`config.mk`:
```
export PLATFORM = sky130hd
export DESIGN_NAME = sram_lane_ctl
export DESIGN_NICKNAME = d
export VERILOG_FILES = /design/src/rtl/sram_lane_pkg.sv /design/src/rtl/sram_wait_timer.sv /design/src/rtl/sram_pin_decode.sv /design/src/rtl/sram_lane_capture.sv /design/src/rtl/sram_lane_ctl.sv
export SDC_FILE = /design/constraint.sdc
export NUM_CORES = 1
export LEC_CHECK = 0
export ABC_AREA = 1
export BUFFER_PORTS_ARGS = -buffer_cell sky130_fd_sc_hd__buf_2
export CAP_MARGIN = 20
export CORE_MARGIN = 3
export CORE_UTILIZATION = 43
export CTS_BUF_LIST = sky130_fd_sc_hd__clkbuf_8
export DETAILED_ROUTE_END_ITERATION = 10
export PLACE_DENSITY = 0.86
export SLEW_MARGIN = 25
export SYNTH_ARGS = -nofsm -noshare
export SYNTH_HDL_FRONTEND = slang
export SYNTH_SLANG_ARGS = --single-unit
```
`constraint.sdc`:
```
create_clock -name clk -period 1.1 [get_ports clk]
set_input_delay 0.165 -clock clk [delete_from_list [all_inputs] [get_ports clk]]
set_output_delay 0.165 -clock clk [all_outputs]
set_load 0.03 [all_outputs]
```
`src/rtl/sram_lane_pkg.sv`:
```
package sram_lane_pkg;

  typedef enum logic [2:0] {
    ST_IDLE,
    ST_WSET,
    ST_WPUL,
    ST_WHLD,
    ST_RSET,
    ST_RACC,
    ST_REND,
    ST_NOP
  } ctl_st_t;

  typedef struct packed {
    logic ce_n;
    logic we_n;
    logic oe_n;
    logic ub_n;
    logic lb_n;
    logic dq_oe;
    logic ready;
  } pin_t;

  localparam pin_t PIN_IDLE = pin_t'(7'b1111100);

  function automatic int wait_cycles(input int acc_ns, input int clk_ns);
    int w;
    w = (acc_ns + clk_ns - 1) / clk_ns;
    return (w < 1) ? 1 : w;
  endfunction

endpackage

```
`src/rtl/sram_wait_timer.sv`:
```
module sram_wait_timer #(
  parameter int WAITS = 1
) (
  input  logic clk,
  input  logic rst,
  input  logic load,
  input  logic run,
  output logic expired
);
  localparam int CW = (WAITS < 2) ? 1 : $clog2(WAITS);
  localparam logic [CW-1:0] START = CW'(WAITS - 1);

  logic [CW-1:0] cnt_q;

  always_ff @(posedge clk) begin
    if (rst) begin
      cnt_q <= '0;
    end else if (load) begin
      cnt_q <= START;
    end else if (run && cnt_q != '0) begin
      cnt_q <= cnt_q - 1'b1;
    end
  end

  assign expired = (cnt_q == '0);
endmodule

```
`src/rtl/sram_pin_decode.sv`:
```
module sram_pin_decode
  import sram_lane_pkg::*;
(
  input  ctl_st_t    st,
  input  logic [1:0] mask,
  output pin_t       pins
);
  always_comb begin
    pins = PIN_IDLE;
    unique case (st)
      ST_WSET, ST_RSET: begin
        pins.ce_n = 1'b0;
        pins.ub_n = ~mask[1];
        pins.lb_n = ~mask[0];
      end
      ST_WPUL: begin
        pins.ce_n  = 1'b0;
        pins.we_n  = 1'b0;
        pins.dq_oe = 1'b1;
        pins.ub_n  = ~mask[1];
        pins.lb_n  = ~mask[0];
      end
      ST_WHLD: begin
        pins.ce_n  = 1'b0;
        pins.ub_n  = ~mask[1];
        pins.lb_n  = ~mask[0];
        pins.ready = 1'b1;
      end
      ST_RACC: begin
        pins.ce_n = 1'b0;
        pins.oe_n = 1'b0;
        pins.ub_n = ~mask[1];
        pins.lb_n = ~mask[0];
      end
      ST_REND, ST_NOP: begin
        pins.ready = 1'b1;
      end
      default: pins = PIN_IDLE;
    endcase
  end
endmodule

```
`src/rtl/sram_lane_capture.sv`:
```
module sram_lane_capture #(
  parameter int LANES = 2
) (
  input  logic               clk,
  input  logic               rst,
  input  logic               capture,
  input  logic [LANES-1:0]   mask,
  input  logic [LANES*8-1:0] dq_in,
  output logic [LANES*8-1:0] rdata
);
  for (genvar g = 0; g < LANES; g++) begin : g_lane
    always_ff @(posedge clk) begin
      if (rst) begin
        rdata[g*8 +: 8] <= 8'h00;
      end else if (capture) begin
        rdata[g*8 +: 8] <= mask[g] ? dq_in[g*8 +: 8] : 8'h00;
      end
    end
  end
endmodule

```
`src/rtl/sram_lane_ctl.sv`:
```
module sram_lane_ctl
  import sram_lane_pkg::*;
#(
  parameter int ADDR_W    = 18,
  parameter int ACCESS_NS = 12,
  parameter int CLK_NS    = 20
) (
  input  logic              clk,
  input  logic              rst,
  input  logic              req_valid,
  input  logic              req_write,
  input  logic [ADDR_W-1:0] req_addr,
  input  logic [15:0]       req_wdata,
  input  logic [1:0]        req_mask,
  output logic              req_ready,
  output logic [15:0]       rsp_rdata,
  output logic              mem_ce_n,
  output logic              mem_we_n,
  output logic              mem_oe_n,
  output logic              mem_ub_n,
  output logic              mem_lb_n,
  output logic [ADDR_W-1:0] mem_addr,
  output logic [15:0]       mem_dq_out,
  output logic              mem_dq_oe,
  input  logic [15:0]       mem_dq_in
);
  localparam int WAITS = wait_cycles(ACCESS_NS, CLK_NS);
  localparam int LANES = 2;

  ctl_st_t           st_q, st_d;
  logic [ADDR_W-1:0] addr_q;
  logic [15:0]       wdata_q;
  logic [1:0]        mask_q, mask_d;
  logic              accept, expired, t_load, t_run;
  pin_t              pin_d, pin_q;

  assign accept = (st_q == ST_IDLE) && req_valid;
  assign mask_d = accept ? req_mask : mask_q;
  assign t_load = (st_q == ST_WSET) || (st_q == ST_RSET);
  assign t_run  = (st_q == ST_WPUL) || (st_q == ST_RACC);

  always_comb begin
    st_d = st_q;
    unique case (st_q)
      ST_IDLE: if (req_valid) begin
        if (req_mask == 2'b00)  st_d = ST_NOP;
        else if (req_write)     st_d = ST_WSET;
        else                    st_d = ST_RSET;
      end
      ST_WSET: st_d = ST_WPUL;
      ST_WPUL: if (expired) st_d = ST_WHLD;
      ST_WHLD: st_d = ST_IDLE;
      ST_RSET: st_d = ST_RACC;
      ST_RACC: if (expired) st_d = ST_REND;
      ST_REND: st_d = ST_IDLE;
      ST_NOP:  st_d = ST_IDLE;
      default: st_d = ST_IDLE;
    endcase
  end

  always_ff @(posedge clk) begin
    if (rst) begin
      st_q    <= ST_IDLE;
      addr_q  <= '0;
      wdata_q <= '0;
      mask_q  <= '0;
      pin_q   <= PIN_IDLE;
    end else begin
      st_q   <= st_d;
      mask_q <= mask_d;
      pin_q  <= pin_d;
      if (accept) begin
        addr_q  <= req_addr;
        wdata_q <= req_wdata;
      end
    end
  end

  sram_wait_timer #(.WAITS(WAITS)) u_timer (
    .clk     (clk),
    .rst     (rst),
    .load    (t_load),
    .run     (t_run),
    .expired (expired)
  );

  sram_pin_decode u_decode (
    .st   (st_d),
    .mask (mask_d),
    .pins (pin_d)
  );

  sram_lane_capture #(.LANES(LANES)) u_capture (
    .clk     (clk),
    .rst     (rst),
    .capture ((st_q == ST_RACC) && expired),
    .mask    (mask_q),
    .dq_in   (mem_dq_in),
    .rdata   (rsp_rdata)
  );

  assign mem_ce_n   = pin_q.ce_n;
  assign mem_we_n   = pin_q.we_n;
  assign mem_oe_n   = pin_q.oe_n;
  assign mem_ub_n   = pin_q.ub_n;
  assign mem_lb_n   = pin_q.lb_n;
  assign mem_dq_oe  = pin_q.dq_oe;
  assign req_ready  = pin_q.ready;
  assign mem_addr   = addr_q;
  assign mem_dq_out = wdata_q;
endmodule

```
# Yosys cells after proc, flatten, opt, wreduce, memory -nomap -nowiden
# Cells that the tools add are included.
[op_classes] n_eq_ne=14 n_addsub=1 n_mux=14 reduce_logical=12 bitwise=4
[op_table] operator="$eq 3x3->1 const B" n=8
[op_table] operator="$pmux 3 s6" n=1
[op_table] operator="$mux 8" n=2
[op_table] operator="$mux 3" n=5
[op_table] operator="$eq 3x2->1 const B" n=4
[op_table] operator="$eq 3x1->1 const B" n=2
[op_table] operator="$reduce_or 3->1" n=2
[op_table] operator="$mux 1" n=5
[op_table] operator="$reduce_or 5->1" n=1
[op_table] operator="$not 1->1" n=4
[op_table] operator="$reduce_or 2->1" n=2
[op_table] operator="$logic_and 1x1->1" n=3
[op_table] operator="$logic_not 3->1" n=1
[op_table] operator="$logic_not 2->1" n=1
[op_table] operator="$logic_or 1x1->1" n=2
[op_table] operator="$mux 2" n=1
[op_table] operator="$sub 1x1->1 const B" n=1
[word_totals] ff_bits=63 elab_cells=59 in_bits=56 out_inout_bits=57

# Longest topological paths before layout
[depth] word_depth=8 ltp_mapped=9 mapped_depth_nobuf=8

# Modules after synthesis
# From an unflattened synthesis, not the netlist that was laid out.
[unflattened] hier_cells=302 hier_area_um2=2491.1
[by_module_without_submodules] module="sram_lane_ctl" seq_area_each_um2=920.9 area_per_inst_um2=1712.9 n_inst=1 cells_per_inst=211
[by_module_without_submodules] module="sram_lane_capture" seq_area_each_um2=320.3 area_per_inst_um2=674.4 n_inst=1 cells_per_inst=72
[by_module_without_submodules] module="sram_pin_decode" seq_area_each_um2=0.0 area_per_inst_um2=57.6 n_inst=1 cells_per_inst=11
[by_module_without_submodules] module="sram_wait_timer" seq_area_each_um2=20.0 area_per_inst_um2=46.3 n_inst=1 cells_per_inst=8

# Least setup slack after synthesis
# OpenSTA, ideal clock, no wires.
[synth_timing] path_type="register to register" start="reg st_q[1]" end="reg pin_q, in the netlist mem_lb_n" setup_slack_ns=-0.070 path_buffers=1 path_stages_with_launch=10 required_ns=0.972 period_less_slack_ns=1.170 setup_time_ns=0.128 arrival_time_ns=1.042 cell_sequence="dfxtp_1 -> inv_2 -> nand2_2 -> nor2_4 -> nand2_2 -> buf_6 -> nand2_1 -> nand2_1 -> nor2_2 -> nand3_1"
[synth_via] elab_chain_len=7 word_cells_on_any_way=24 classes_between="eq/ne (12); mux (5); bitwise (2); reduce/logical (5)"
[synth_rtl] element="start, declared" line_no="sram_lane_ctl.sv:30" source="ctl_st_t st_q, st_d;"
[synth_rtl] element="start signal, assigned" line_no="sram_lane_ctl.sv:69" source="st_q <= st_d;"
[synth_rtl] element="$eq 3x3->1 / $eq 3x2->1 (equally long branches)" line_no="sram_lane_ctl.sv:44" source="unique case (st_q)"
[synth_rtl] element="$reduce_or 3->1 (no line)"
[synth_rtl] element="$pmux 3 s6" line_no="sram_lane_ctl.sv:44"
[synth_rtl] element="$eq 3x1->1 (tied with other cells)" line_no="sram_pin_decode.sv:10" source="unique case (st)"
[synth_rtl] element="$reduce_or 5->1 (no line)"
[synth_rtl] element="$not 1->1 (no line)"
[synth_rtl] element="$reduce_or 2->1 (no line)"
[synth_rtl] element="end signal, assigned" line_no="sram_lane_ctl.sv:71" source="pin_q <= pin_d;"
[synth_rtl] element="end, declared" line_no="sram_lane_ctl.sv:35" source="pin_t pin_d, pin_q;"
# Parallel ways exist; a longest one is shown, timed or not.
# A chain may end at the register's enable or synchronous reset.

# Worst setup path after layout
[layout_timing] start="reg st_q[1]" end="reg st_q[1]"
[layout_via] elab_chain_len=3 word_cells_on_any_way=13 classes_between="eq/ne (7); mux (4); reduce/logical (2)"
[layout_rtl] element="$eq 3x3->1 / $eq 3x2->1 (equally long branches)" line_no="sram_lane_ctl.sv:44"
[layout_rtl] element="$reduce_or 3->1 (no line)"
[layout_rtl] element="$pmux 3 s6 (*)" line_no="sram_lane_ctl.sv:44"
# Mark *: on every way between the ends. The rest lies on a longest branch, timed or not.

==> impl_metrics.yaml <==
clocking:
  cts_buffers: 9
  clk_pin_slew_ns: 0.07
  cts_tree: "yes"
  clk_path_buf_depth: 2
  root_buffer: "clkbuf_8"
  cts_sinks: 63
  hold_buffers: 0
  clk_latency_ns: 0.33
  h-tree-depth: 3
yosys:
  yosysTopAreaCell: "dfxtp_1"
  synthCells: 292
  ys_seq_area_share_pct: 54.28
  ys_ff_latch: 63
  netlist_area_sq_mm: 0.002323
  yosysWarnings: 0
  synth_top_area_share_pct: 54.28
  synth_area_leaders: "dfxtp_1 (54%), nand2_1 (16%), a21oi_1 (12%), nand3_1 (4.5%), buf_6 (3.9%)"
  synth_cell_types: 16
  avgSynthCellArea_sq_um: 7.957
  syn_nets: 348
final_layout:
  seqCellArea_sq_mm: 0.001267
  syn2layout_area_growth_pct: 60.10
  nets: 483
  multiInputGateArea_sq_mm: 0.001095
  antennaDiodeCount: 0
  drive_gt1_share_pct: 50.69
  postLayoutCellArea_sq_mm: 0.003720
  instances_no_fill: 502
  fillCellCount: 383
outcome:
  status: "complete, but fails checks"
  violations: "negative setup slack"
place:
  pre_cts_slack_ns: -0.2165
  portBuffers: 112
  dp.cells: 472
  gp_congestion: 0.9488
  dp_hpwl_microns: 4099
  dpl-instance-area_sq_mm: 0.002999
setup_path:
  rr_worst_depth: 7
  start_kind: "register"
  endpoint: "st_q[1]"
  reg2reg_from: "st_q[1]"
  r2r_slack_ns: -0.19
  critPathBufInv: 3
  crit_type: "register to register"
  crit_family: "flip-flops"
  crit_slowest_cell: "dfxtp_2"
  cp_max_fo: 3
  critPathLaunch: "st_q[1]"
  cp_data_required_time_ns: 1.32
  cp.depth: 7
  arrival_ns: 1.51
  slowest_delay_ns: 0.35
  path_cells: "inv_2 -> buf_4 -> o21ai_1 -> nand2_4 -> nand2_4 -> nor2_4 -> buf_4"
  crit_path_end_kind: "register"
  r2r_end: "st_q[1]"
sta:
  worst_hold_slack_ns: 0.07987
  worst_slew_pin_slew_ns: 0.3199
  min_period_over_period_pct: 117.2
  drv_slew: 0
  skew_ns: 0.008671
  layout_setup_ws_ns: -0.1894
  setup_viol: 61
  hold_viol: 0
  min_period_ns: 1.289
  rsz0062_at_grt: "yes"
  fmax_mhz: 775.5
  maxSlewHeadroom_pct: 78.53
hold_path:
  hp-class: "primary input to register"
floorplanning:
  die_h_microns: 79.51
  die_w_microns: 79.51
  die_area_sq_mm: 0.006322
  coreArea_sq_mm: 0.005172
  row_count: 26
  ios: 113
  start_util_pct: 44.92
route:
  ant_nets: 0
  drc_errors: 0
  drt_pass1_iterations: 4
  drt_wl_total_microns: 6766
  avgViaCountPerCell: 4.811
  dr.first_iter.drc_count: 97
  wl_per_cell_microns: 13.48
  via_count: 2415
power_and_ir_drop:
  p_per_area_mw_per_mm2: 1915
  total_power_mw: 7.122
  vdd_drop_max_uv: 1173
  power_leakage_nw: 1.723
global_routing:
  grt_use_met1_pct: 24.47
  grt_max_degree: 53
  grt_use_total_pct: 20.35
  antenna_found_initial: 0
  grt_pass1_wl_microns: 10180
  grt_pass1_vias: 2258
  overflow: 0
  busiest_layer: "met2"
  grt_use_met2_pct: 33.14
  grt_use_met3_pct: 5.643
flow_run:
  drv_cap: 0
cells in the mapped netlist:
cell and n:
nand2_1 99, dfxtp_1 63, a21oi_1 55, nand3_1 21
nor2_1 11, clkbuf_1 9, inv_1 9, buf_6 8
inv_2 5, nor2_2 3, o21ai_0 3, nand2_2 2
nand3_2 1, nand3_4 1, nand3b_1 1, nor2_4 1
where the power goes:
| group | switching [mW] | internal, mW | leakage [nW] |
|---|---|---|---|
| Sequential | 0.139 | 2.50 | 0.516 |
| Combinational | 1.25 | 0.945 | 1.10 |
| Clock | 0.894 | 1.40 | 0.112 |
| Total | 2.28 | 4.84 | 1.72 |
sequential cells by signal (all words and copies together), names as in the netlist:
name,flops
st_q,3
mem_addr,18
u_timer.cnt_q,1
mask_q,2
req_ready,1
mem_we_n,1
mem_dq_oe,1
mem_lb_n,1
mem_oe_n,1
mem_dq_out,16
u_capture.rdata,16
mem_ub_n,1
mem_ce_n,1
placed cells by master (no fill, tap or decap), drive strengths merged:
cell and count:
clkinv 1, a21oi 55, buf 135, clkbuf 17, clkinvlp 2, nand3b 1
nand2 101, nand3 23, inv 14, bufinv 2, o21ai 3, dfxtp 63
nor2 15
worst min-delay path by stage:
| stage | from | slack [ns] | cells past startpoint | endpoint |
|---|---|---|---|---|
| 4_1_cts | req_addr[6] | 0.06 | 3 | mem_addr[6] |
| 5_1_grt | req_wdata[0] | 0.07 | 3 | mem_dq_out[0] |
| 3_5_place_dp | req_addr[15] | 0.42 | 3 | mem_addr[15] |
| 3_3_place_gp | req_wdata[5] | 0.42 | 3 | mem_dq_out[5] |
| 6_report | req_wdata[0] | 0.08 | 3 | mem_dq_out[0] |
| 2_1_floorplan | req_wdata[0] | 0.31 | 2 | mem_dq_out[0] |
layout make-up:
class	instances	area share, %
clock buffer	11	4.070
inverter	14	1.816
multi-input combinational	198	29.43
timing repair buffer	141	26.10
sequential	63	34.07
clock inverter	5	2.153
tap	70	2.355
cell families after synthesis:
kind of cell	Yosys count	synth area share (%)
AO/OA/AOI/OAI	58	12.49
buffers and inverters	31	7.593
flip-flops	63	54.28
AND/OR/NAND/NOR	140	25.63
layer usage:
layer / part of all wire (%) / up-vias
met4: 1.8 / 0
met2: 50 / 98
met1: 41 / 1094
met5: 0 / -
li1: - / 1210
met3: 7.6 / 13
stage by stage:
stage	utilization [%]	TNS, ns
2_1_floorplan	-	-1.425
3_3_place_gp	57.98	-6.434
3_5_place_dp	57.98	-9.447
4_1_cts	66.01	-6.829
5_1_grt	71.92	-11.30
6_report	71.92	-7.012
worst register-to-register path: cells and delay by family, from the launching register on:
kind / cells / cell delay [ns]
buffers and inverters: 3 / 0.33
flip-flops: 1 / 0.35
AND/OR/NAND/NOR: 3 / 0.22
AO/OA/AOI/OAI: 1 / 0.29
timing repair:
item | 4_1_cts | 5_1_grt
gates cloned | 2 | 3
resized for setup | 23 | 78
setup buffers | 8 | 1
pin swaps | 8 | 9
setup endpoints to repair | 60 | 63
endpoints found under the hold margin | 0 | 0
Power figures use the tool's default switching activity.
